`config.mk`:
```
export PLATFORM = sky130hd
export DESIGN_NAME = wake_evt_ctrl
export DESIGN_NICKNAME = d
export VERILOG_FILES = /design/src/rtl/wake_pkg.sv /design/src/rtl/wake_cfg_reg.sv /design/src/rtl/wake_pend.sv /design/src/rtl/wake_out_gate.sv /design/src/rtl/wake_evt_ctrl.sv
export SDC_FILE = /design/constraint.sdc
export NUM_CORES = 1
export LEC_CHECK = 0
export BUFFER_PORTS_ARGS = -buffer_cell sky130_fd_sc_hd__buf_4
export CORE_AREA = 2 2 39 41
export CTS_CLUSTER_SIZE = 14
export DETAILED_ROUTE_END_ITERATION = 8
export DIE_AREA = 0 0 41 43
export PLACE_DENSITY = 0.77
export SYNTH_ARGS = -nofsm -noshare
export SYNTH_HDL_FRONTEND = slang
export SYNTH_SLANG_ARGS = --single-unit
```
`constraint.sdc`:
```
create_clock -name clk -period 3.54 [get_ports clk]
set_clock_uncertainty 0.1 [all_clocks]
set_input_delay 0.531 -clock clk [delete_from_list [all_inputs] [get_ports clk]]
set_output_delay 0.531 -clock clk [all_outputs]
set_load 0.01 [all_outputs]
```
`src/rtl/wake_pkg.sv`:
```
package wake_pkg;
  localparam int REG_W     = 16;
  localparam int N_SRC     = 4;
  localparam int F_HOLD    = 14;
  localparam int F_POL     = 12;
  localparam int F_EN_LO   = 8;
  localparam int F_AUTO    = 7;
  localparam int F_PEND_LO = 0;

  typedef struct packed {
    logic             hold;
    logic             pol;
    logic             auto_wk;
    logic [N_SRC-1:0] en;
  } wake_cfg_t;
endpackage

```
`src/rtl/wake_cfg_reg.sv`:
```
module wake_cfg_reg
  import wake_pkg::*;
#(
  parameter int W = REG_W,
  parameter int N = N_SRC
) (
  input  logic             clk,
  input  logic             rst,
  input  logic             wr,
  input  logic [W-1:0]     wdata,
  input  logic [N-1:0]     pend,
  output wake_cfg_t        cfg,
  output logic [N-1:0]     clr,
  output logic [W-1:0]     rdata
);
  localparam int EN_HI = F_EN_LO + N - 1;

  always_ff @(posedge clk) begin
    if (rst) begin
      cfg <= '0;
    end else if (wr) begin
      cfg.hold    <= wdata[F_HOLD];
      cfg.pol     <= wdata[F_POL];
      cfg.auto_wk <= wdata[F_AUTO];
      cfg.en      <= wdata[EN_HI:F_EN_LO];
    end
  end

  assign clr = wr ? wdata[F_PEND_LO +: N] : '0;

  always_comb begin
    rdata                    = '0;
    rdata[F_HOLD]            = cfg.hold;
    rdata[F_POL]             = cfg.pol;
    rdata[F_AUTO]            = cfg.auto_wk;
    rdata[EN_HI:F_EN_LO]     = cfg.en;
    rdata[F_PEND_LO +: N]    = pend;
  end


  cfg_write_chk: assert property (@(posedge clk) disable iff (rst)
    wr |=> (cfg.pol == $past(wdata[F_POL])) && (cfg.hold == $past(wdata[F_HOLD])));
endmodule

```
`src/rtl/wake_pend.sv`:
```
module wake_pend
  import wake_pkg::*;
#(
  parameter int N = N_SRC
) (
  input  logic         clk,
  input  logic         rst,
  input  logic [N-1:0] evt,
  input  logic [N-1:0] en,
  input  logic [N-1:0] clr,
  output logic [N-1:0] pend
);
  for (genvar i = 0; i < N; i++) begin : g_src
    always_ff @(posedge clk) begin
      if (rst)                  pend[i] <= 1'b0;
      else if (evt[i] && en[i]) pend[i] <= 1'b1;
      else if (clr[i])          pend[i] <= 1'b0;
    end


    pend_off_chk: assert property (@(posedge clk) disable iff (rst)
      (!pend[i] && !en[i]) |=> !pend[i]);

    pend_sticky_chk: assert property (@(posedge clk) disable iff (rst)
      (pend[i] && !clr[i]) |=> pend[i]);

    pend_clear_chk: assert property (@(posedge clk) disable iff (rst)
      (clr[i] && !(evt[i] && en[i])) |=> !pend[i]);

    pend_set_chk: assert property (@(posedge clk) disable iff (rst)
      (evt[i] && en[i]) |=> pend[i]);
  end
endmodule

```
`src/rtl/wake_out_gate.sv`:
```
module wake_out_gate
  import wake_pkg::*;
#(
  parameter int N = N_SRC
) (
  input  logic         clk,
  input  logic         rst,
  input  logic [N-1:0] pend,
  input  wake_cfg_t    cfg,
  input  logic         clk_ready,
  output logic         wake_o
);
  logic any_pend;
  logic held;

  assign any_pend = |pend;
  assign held     = cfg.auto_wk && cfg.hold && !clk_ready;

  always_ff @(posedge clk) begin
    if (rst) wake_o <= 1'b1;
    else     wake_o <= (any_pend && !held) ? cfg.pol : !cfg.pol;
  end


  out_idle_chk: assert property (@(posedge clk) disable iff (rst)
    !any_pend |=> (wake_o != $past(cfg.pol)));

  out_hold_chk: assert property (@(posedge clk) disable iff (rst)
    (any_pend && cfg.auto_wk && cfg.hold && !clk_ready) |=> (wake_o != $past(cfg.pol)));

  out_nodelay_chk: assert property (@(posedge clk) disable iff (rst)
    (any_pend && !cfg.auto_wk) |=> (wake_o == $past(cfg.pol)));

  out_release_chk: assert property (@(posedge clk) disable iff (rst)
    (any_pend && clk_ready) |=> (wake_o == $past(cfg.pol)));
endmodule

```
`src/rtl/wake_evt_ctrl.sv`:
```
module wake_evt_ctrl
  import wake_pkg::*;
#(
  parameter int W = REG_W,
  parameter int N = N_SRC
) (
  input  logic         clk,
  input  logic         rst,
  input  logic         cfg_wr,
  input  logic [W-1:0] cfg_wdata,
  output logic [W-1:0] cfg_rdata,
  input  logic [N-1:0] evt_i,
  input  logic         clk_ready,
  output logic         wake_o
);
  wake_cfg_t    cfg;
  logic [N-1:0] clr;
  logic [N-1:0] pend;

  wake_cfg_reg #(.W(W), .N(N)) u_reg (
    .clk(clk), .rst(rst), .wr(cfg_wr), .wdata(cfg_wdata),
    .pend(pend), .cfg(cfg), .clr(clr), .rdata(cfg_rdata)
  );

  wake_pend #(.N(N)) u_pend (
    .clk(clk), .rst(rst), .evt(evt_i), .en(cfg.en), .clr(clr), .pend(pend)
  );

  wake_out_gate #(.N(N)) u_gate (
    .clk(clk), .rst(rst), .pend(pend), .cfg(cfg),
    .clk_ready(clk_ready), .wake_o(wake_o)
  );


  rst_idle_chk: assert property (@(posedge clk)
    $past(rst) |-> (wake_o && pend == '0));
endmodule

```
==> impl_metrics.py, run 1 <==
metrics = {
    "clock_tree": {
        "htree_levels": 1,
        "post_cts_buffers": 0,
        "clk_latency_ps": 260,
        "cts_resized": 0,
        "clkSinkCount": 12,
        "cts.clk_slew.worst_paths_ps": 70,
        "cts_tree": "built",
        "clockRootBuffer": "clkbuf_4",
        "numCtsBuffers": 3,
        "postCtsHoldBufs": 0,
        "cts_max_path_buffers": 2,
    },
    "synthesis": {
        "yosysWarnings": 0,
        "synth.avg_cell_area_um2": 9.43,
        "synthDistinctLibCells": 12,
        "yosys-top-cells-count": "12 x dfxtp_1, 12 x nor2_1, 8 x mux2i_1",
        "synth_top_area_share": 0.490,
        "syn-cell-area_um2": 490,
        "synth_edf_count": 0,
        "synthTopCellsByArea": "dfxtp_1 49%, mux2i_1 16%, nor2_1 9.2%, buf_4 7.7%, a22oi_1 6.1%",
        "ys_seq_area_frac": 0.490,
        "synthArstFlopShare": 0,
        "synthFlopType": "dfxtp_1",
        "synth_top_area_cell": "dfxtp_1",
        "netlist_instances": 52,
        "ys_ff_latch": 12,
    },
    "setup_path": {
        "cpPeakStageDelay_ps": 370,
        "critPathArrivalTime_ps": 760,
        "worst-path-stages": 1,
        "cp_cell_sequence": "buf_4",
        "cp_top_family": "flip-flops",
        "cpMaxStageDelayCell": "dfxtp_1",
        "worstSetupStartpoint": "u_reg.cfg[5]",
        "crit_type": "reg2out",
        "critPathBufInv": 1,
        "rr_worst_depth": 3,
        "endpoint": "cfg_rdata[12]",
        "endpoint_kind": "output pin",
        "reg2reg_to": "u_gate.wake_o",
        "path_max_fanout": 4,
        "reg2reg_slack_ps": 2270,
        "reg2reg_from": "u_pend.pend[0]",
        "start_kind": "flop",
        "required_ps": 2910,
    },
    "global_route": {
        "antenna_found_initial": 0,
        "grt_pass1_wl_um": 1380,
        "grt-ovfl-total": 0,
        "grt_start_max_net_pins": 14,
        "grt_pass1_vias": 355,
        "grt_usage": 0.117,
    },
    "min_path": {
        "whs_path_depth": 3,
        "hp-class": "in2reg",
    },
    "power_and_ir_drop": {
        "power_density_nw_per_um2": 386,
        "peakVddDrop_uv": 255,
        "finalPower_uw": 280,
        "leakage_uw": 0.000372,
    },
    "status": {
        "status": "finished, final reports clean",
    },
    "sta": {
        "grt_setup_unrepaired": "no",
        "fin_tns_setup_ps": 0,
        "period_minus_slack_ps": 1400,
        "hold_viol_final": 0,
        "setup_viol": 0,
        "fin_crit_sh": 0.394,
        "fmax_mhz": 716,
        "maxSlewViolCount": 0,
    },
    "place": {
        "hpwl_um": 782,
        "portBuffers": 30,
        "dpl-instance-area_um2": 704,
        "gp_congestion": 0.700,
    },
    "layout": {
        "final_area_um2": 727,
        "area_delta_synth_final_pct": 48.2,
        "drive_gt1_frac": 0.427,
        "final_nets": 108,
        "post-route-util": 0.525,
        "diodes": 0,
    },
    "die": {
        "pin_count": 41,
        "coreArea_um2": 1380,
        "die_h_um": 43,
        "row_count": 14,
        "die_w_um": 41,
        "design.die.area_um2": 1760,
        "start_util": 0.354,
    },
    "routing": {
        "vias": 452,
        "drt_iter0_markers": 7,
        "firstDrtPassIters": 4,
        "viasPerCell": 4.61,
        "routed_wl_um": 993,
        "wl_per_cell_um": 10.1,
        "ant_nets": 0,
        "drc": 0,
    },
    "job": {
        "cap_violations": 0,
    },
}
per-stage QoR:
stage               hold slack [ps]  instances  setup WS [ps]
floorplan                       440         56           2270
global placement                399         95           2280
detailed placement              419         95           2280
CTS                             398         98           2130
global route                    408         98           2090
finish                          404         98           2140
state kept, by name, indices dropped and copies added, names as in the netlist:
name           count
u_reg.cfg          7
u_pend.pend        4
u_gate.wake_o      1
kinds of logic after synthesis:
| group | share of synthesized area |
|---|---|
| simple gates | 0.166 |
| flops | 0.490 |
| other cells | 0.00765 |
| compound gates | 0.0791 |
| buf+inv | 0.0944 |
| mux | 0.163 |
worst register-to-register path, delay by kind of cell, from the launching register on:
| kind | cells | cell delay, ps |
|---|---|---|
| AO/OA/AOI/OAI | 1 | 80 |
| flip-flops | 1 | 320 |
| multiplexers | 1 | 170 |
| AND/OR/NAND/NOR | 1 | 540 |
routing by layer:
metal / track usage / wire length, um
met2: 0.159 / 462
met4: 0.0600 / 0
met3: 0.0419 / 130
met5: 0 / 0
met1: 0.156 / 401
worst min path at each step:
stage / start / endpoint / slack (ps)
after floorplan: u_reg.cfg[2] / u_reg.cfg[2] / 440
after global placement: u_reg.cfg[4] / u_reg.cfg[4] / 400
after detailed placement: u_reg.cfg[2] / u_reg.cfg[2] / 420
after CTS: cfg_wdata[10] / u_reg.cfg[2] / 400
after global routing: cfg_wdata[11] / u_reg.cfg[3] / 410
final: cfg_wdata[10] / u_reg.cfg[2] / 400
cell type report:
class                           instances  area (um^2)
Timing Repair Buffer                   30          225
Fill cell                             142          657
Tap cell                               16         20.0
Multi-Input combinational cell         37          219
Clock buffer                            3         22.5
Sequential cell                        12          240
where the power goes:
group / switching (uW) / internal (uW)
Combinational: 21.9 / 31.9
Sequential: 5.36 / 143
Clock: 39.3 / 39.2
Total: 66.5 / 214
layout by cell type (no fill, tap or decap):
cell,n
a22oi_1,4
buf_4,30
clkbuf_4,3
conb_1,5
dfxtp_1,12
mux2i_1,8
nand2_1,5
nor2_1,12
nor2b_1,1
o21ai_2,1
or4_4,1
(Power assumes the default switching activity.)
==> run 2: changes to the inputs <==
--- a/config.mk
+++ b/config.mk
@@ -5,12 +5,12 @@
 export SDC_FILE = /design/constraint.sdc
 export NUM_CORES = 1
 export LEC_CHECK = 0
+export ABC_AREA = 1
 export BUFFER_PORTS_ARGS = -buffer_cell sky130_fd_sc_hd__buf_4
-export CORE_AREA = 2 2 39 41
+export CORE_UTILIZATION = 36
 export CTS_CLUSTER_SIZE = 14
 export DETAILED_ROUTE_END_ITERATION = 8
-export DIE_AREA = 0 0 41 43
-export PLACE_DENSITY = 0.77
+export PLACE_DENSITY = 0.76
 export SYNTH_ARGS = -nofsm -noshare
 export SYNTH_HDL_FRONTEND = slang
 export SYNTH_SLANG_ARGS = --single-unit
==> constraint.sdc (replaced) <==
create_clock -name clk -period 1.4 [get_ports clk]
set_clock_uncertainty 0.1 [all_clocks]
set_input_delay 0.21 -clock clk [delete_from_list [all_inputs] [get_ports clk]]
set_output_delay 0.21 -clock clk [all_outputs]
set_load 0.01 [all_outputs]
==> impl_metrics.py, run 2 <==
metrics = {
    "status": {
        "status": "finished, final reports clean",
    },
    "sta": {
        "hold_viol_final": 0,
        "fin_tns_setup_ps": 0,
        "period_minus_slack_ps": 1080,
        "setup_viol": 0,
        "grt_setup_unrepaired": "no",
        "maxSlewViolCount": 0,
        "fin_ws_ps": 322,
        "fin_crit_sh": 0.770,
        "fin_hold_ws_ps": 18.8,
        "fmax_mhz": 927,
    },
    "routing": {
        "drt_iter0_markers": 7,
        "vias": 512,
        "wl_per_cell_um": 10.1,
        "viasPerCell": 4.49,
        "ant_nets": 0,
        "drc": 0,
        "firstDrtPassIters": 4,
        "routed_wl_um": 1150,
    },
    "layout": {
        "final_common_cell": "buf_4",
        "mostFrequentLayoutCells": "30 x buf_4, 15 x nand2_1, 14 x nor2_1",
        "final_nets": 124,
        "fin_cells": 114,
        "largest-register": "u_reg.cfg",
        "fillers": 125,
        "largest_reg_flops": 7,
        "diodes": 0,
        "drive_gt1_frac": 0.364,
        "layout_top_registers": "u_reg.cfg: 7 flops, u_pend.pend: 4 flops, u_gate.wake_o: 1 flops",
        "area_delta_synth_final_pct": 49.7,
    },
    "die": {
        "die_h_um": 39.1,
        "coreArea_um2": 1280,
        "design.die.area_um2": 1530,
        "die_w_um": 39.1,
        "row_count": 13,
        "pin_count": 41,
        "start_util": 0.386,
    },
    "synthesis": {
        "yosysWarnings": 0,
        "synth.avg_cell_area_um2": 7.40,
        "synthArstFlopShare": 0,
        "synth_top_area_cell": "dfxtp_1",
        "netlist_instances": 67,
        "syn-cell-area_um2": 495,
        "synthFlopType": "dfxtp_1",
        "synthTopCellsByArea": "dfxtp_1 48%, nand2_1 11%, nor2_1 11%, buf_4 7.6%, o21ai_0 6.1%",
        "ys_ff_latch": 12,
        "synth_top_area_share": 0.485,
        "ys_seq_area_frac": 0.485,
        "synthDistinctLibCells": 12,
        "synth.most_common_cell": "nand2_1",
        "yosys-top-cells-count": "15 x nand2_1, 14 x nor2_1, 12 x dfxtp_1",
        "synth_edf_count": 0,
    },
    "setup_path": {
        "cpMaxStageDelayCell": "dfxtp_1",
        "critPathArrivalTime_ps": 770,
        "reg2reg_from": "u_pend.pend[0]",
        "worst-path-stages": 1,
        "endpoint": "cfg_rdata[9]",
        "crit_type": "reg2out",
        "critPathBufInv": 1,
        "cp_cell_sequence": "buf_4",
        "worstSetupStartpoint": "u_reg.cfg[1]",
        "required_ps": 1090,
        "reg2reg_slack_ps": 540,
        "cpPeakStageDelay_ps": 360,
        "start_kind": "flop",
        "reg2reg_to": "u_gate.wake_o",
        "rr_worst_depth": 4,
        "cp_top_family": "flip-flops",
        "endpoint_kind": "output pin",
        "path_max_fanout": 3,
    },
    "job": {
        "cap_violations": 0,
    },
    "clock_tree": {
        "postCtsHoldBufs": 0,
        "cts_tree": "built",
        "cts_resized": 0,
        "numCtsBuffers": 3,
        "clk_latency_ps": 280,
        "clkSinkCount": 12,
        "cts.clk_slew.worst_paths_ps": 80,
        "post_cts_buffers": 0,
        "htree_levels": 1,
        "clockRootBuffer": "clkbuf_4",
        "cts_max_path_buffers": 2,
    },
    "global_route": {
        "grt_pass1_wl_um": 1900,
        "grt-ovfl-total": 0,
        "antenna_found_initial": 0,
        "grt_pass1_vias": 490,
        "grt_usage": 0.191,
        "grt_start_max_net_pins": 12,
    },
    "power_and_ir_drop": {
        "p_int_uw": 598,
        "leakage_uw": 0.000378,
        "power_density_nw_per_um2": 1070,
        "power_frac_comb": 0.177,
        "p_seq_frac": 0.476,
        "power.switching_uw": 198,
        "clock_power_share": 0.346,
        "switching_share": 0.248,
        "peakVddDrop_uv": 671,
        "finalPower_uw": 796,
    },
    "place": {
        "place_ws_ps": 463,
        "hpwl_um": 880,
        "portBuffers": 30,
        "dp.cells": 110,
        "gp_congestion": 0.699,
    },
    "min_path": {
        "hp-class": "in2reg",
    },
}
-- run 2: cell count changes in the layout (fill, tap and decap cells not counted), moves of 2 or more --
cell     delta
nand2_1    +10
mux2i_1     -8
o21ai_0     +6
a21oi_1     +5
a22oi_1     -4
inv_1       +3
nand3_1     +3
nor2_1      +2
-- run 2: kinds of logic after synthesis --
group / Yosys count / synth area share
buf+inv: 10 / 0.129
other cells: 1 / 0.00757
compound gates: 12 / 0.129
simple gates: 32 / 0.250
flops: 12 / 0.485
-- run 2: how the worst min path moves through the flow --
| stage | endpoint | cells past startpoint | start | slack [ps] |
|---|---|---|---|---|
| after detailed placement | u_pend.pend[2] | 2 | rst | 310 |
| after CTS | u_pend.pend[3] | 2 | rst | 20 |
| after floorplan | u_pend.pend[0] | 1 | rst | 180 |
| after global routing | u_pend.pend[2] | 2 | rst | 20 |
| after global placement | u_pend.pend[2] | 2 | rst | 310 |
| final | u_pend.pend[3] | 2 | rst | 20 |
-- run 2: power groups by stage --
stage	registers [uW]	logic, uW	clock network [uW]
global placement	386	139	0
floorplan	396	60.8	0
detailed placement	387	142	0
global route	382	159	306
CTS	379	142	280
finish	379	141	276
-- run 2: layout make-up --
cell class | instances | area [um^2] | area share
sequential | 12 | 240 | 0.324
timing repair buffer | 30 | 225 | 0.304
multi-input combinational | 49 | 206 | 0.278
clock buffer | 4 | 36.3 | 0.0489
tap | 15 | 18.8 | 0.0253
inverter | 4 | 15.0 | 0.0202
-- run 2: layer usage --
layer / GRT usage / part of all wire
met3: 0.0578 / 0.11
met4: 0.103 / 0.018
met2: 0.329 / 0.45
met5: 0 / 0
met1: 0.206 / 0.42
-- run 2: per-stage QoR --
| step | util | cell area (um^2) |
|---|---|---|
| after floorplan | - | 510 |
| after global placement | 0.549 | 706 |
| after detailed placement | 0.549 | 706 |
| after CTS | 0.577 | 742 |
| after global routing | 0.577 | 742 |
| final | 0.577 | 742 |
==> run 3: changes to the inputs <==
==> constraint.sdc (replaced) <==
create_clock -name clk -period 1 [get_ports clk]
set_clock_uncertainty 0.1 [all_clocks]
set_input_delay 0.15 -clock clk [delete_from_list [all_inputs] [get_ports clk]]
set_output_delay 0.15 -clock clk [all_outputs]
set_load 0.01 [all_outputs]
==> impl_metrics.py, run 3 (same netlist as run 2, synthesis figures left out) <==
metrics = {
    "setup_path": {
        "reg2reg_from": "u_reg.cfg[2]",
        "endpoint_kind": "output pin",
        "reg2reg_to": "u_reg.cfg[2]",
        "path_max_fanout": 3,
        "crit_type": "reg2out",
        "reg2reg_slack_ps": 130,
        "cp_cell_sequence": "buf_6",
        "critPathArrivalTime_ps": 740,
        "worstSetupStartpoint": "u_reg.cfg[6]",
        "start_kind": "flop",
        "cpMaxStageDelayCell": "dfxtp_2",
        "cpPeakStageDelay_ps": 360,
        "critPathBufInv": 1,
        "required_ps": 750,
        "cp_top_family": "flip-flops",
        "rr_worst_depth": 3,
    },
    "min_path": {
        "hp-start": "cfg_wdata[9]",
        "min_to": "u_reg.cfg[1]",
        "hp-class": "in2reg",
        "whs_path_depth": 3,
    },
    "layout": {
        "fillers": 114,
        "largest_reg_flops": 7,
        "area_delta_synth_final_pct": 72.5,
        "layout_top_registers": "u_reg.cfg: 7 flops, u_pend.pend: 4 flops, u_gate.wake_o: 1 flops",
        "largest-register": "u_reg.cfg",
        "final_common_cell": "buf_4",
        "drive_gt1_frac": 0.457,
        "final_nets": 130,
        "diodes": 0,
        "mostFrequentLayoutCells": "20 x buf_4, 15 x nand2_1, 14 x nor2_1",
    },
    "power_and_ir_drop": {
        "power_frac_comb": 0.201,
        "clock_power_share": 0.335,
        "power_density_nw_per_um2": 1360,
        "finalPower_uw": 1170,
        "leakage_uw": 0.000418,
        "switching_share": 0.249,
        "power.switching_uw": 290,
        "peakVddDrop_uv": 959,
        "p_seq_frac": 0.464,
        "p_int_uw": 875,
    },
    "status": {
        "status": "finished, final reports clean",
    },
    "global_route": {
        "grt_pass1_vias": 510,
        "grt_start_max_net_pins": 12,
        "antenna_found_initial": 0,
        "grt_pass1_wl_um": 1990,
        "grt-ovfl-total": 0,
        "grt_usage": 0.195,
    },
    "clock_tree": {
        "clkSinkCount": 12,
        "cts_max_path_buffers": 2,
        "htree_levels": 1,
        "clockRootBuffer": "clkbuf_4",
        "clk_latency_ps": 270,
        "numCtsBuffers": 3,
        "cts_tree": "built",
        "cts.clk_slew.worst_paths_ps": 80,
    },
    "sta": {
        "fin_crit_sh": 0.985,
        "period_minus_slack_ps": 985,
        "hold_viol_final": 0,
        "fmax_mhz": 1010,
        "fin_ws_ps": 14.8,
        "setup_viol": 0,
        "grt_setup_unrepaired": "yes",
        "fin_tns_setup_ps": 0,
        "maxSlewViolCount": 0,
        "fin_hold_ws_ps": 4.87,
    },
    "die": {
        "row_count": 13,
        "die_w_um": 39.1,
        "die_h_um": 39.1,
        "pin_count": 41,
        "start_util": 0.386,
        "design.die.area_um2": 1530,
        "coreArea_um2": 1280,
    },
    "routing": {
        "ant_nets": 0,
        "drt_iter0_markers": 15,
        "wl_per_cell_um": 9.91,
        "vias": 537,
        "drc": 0,
        "routed_wl_um": 1190,
        "viasPerCell": 4.48,
        "firstDrtPassIters": 4,
    },
    "place": {
        "hpwl_um": 881,
        "gp_congestion": 0.698,
        "place_ws_ps": 122,
        "portBuffers": 30,
    },
    "job": {
        "cap_violations": 0,
    },
}
[run 3: worst max path at each step]
stage	to	slack [ps]	cells after the start
finish	cfg_rdata[14]	10	1
global route	cfg_rdata[8]	-20	1
CTS	cfg_rdata[12]	0.4	1
detailed placement	u_reg.cfg[5]	120	4
global placement	u_reg.cfg[5]	140	4
floorplan	u_gate.wake_o	140	5
[run 3: power by group through the flow]
stage               Clock [uW]  Sequential (uW)  Combinational, uW
floorplan                    0              555               85.1
global placement             0              540                195
detailed placement           0              543                199
CTS                        395              538                218
global route               424              546                264
finish                     390              541                234
[run 3: area by class of cell]
type | count | area (um^2) | area share
inverters | 4 | 15.0 | 0.0176
well taps | 15 | 18.8 | 0.0220
multi-input cells | 49 | 206 | 0.242
flip-flops and latches | 12 | 254 | 0.297
clock buffers | 4 | 36.3 | 0.0425
repair buffers | 36 | 324 | 0.379
[run 3: metal layers]
layer / global-route usage / vias to the layer above / wire (um)
met2: 0.342 / 26 / 604
met3: 0.0347 / 2 / 70
met4: 0.103 / 0 / 17
met1: 0.221 / 233 / 497
li1: - / 276 / -
met5: 0 / - / 0
[run 3: what timing repair did]
action,CTS,global route
endpoints found under the hold margin,8,0
gates resized for setup,13,9
endpoints found under the setup margin,11,11
pin swaps,0,0
buffers inserted,0,1
hold buffers,5,0
[run 3: through the flow]
step | util | cells | instance area [um^2]
6_report | 0.665 | 120 | 855
2_1_floorplan | - | 71 | 510
5_1_grt | 0.665 | 120 | 855
4_1_cts | 0.633 | 119 | 813
3_5_place_dp | 0.549 | 110 | 706
3_3_place_gp | 0.549 | 110 | 706
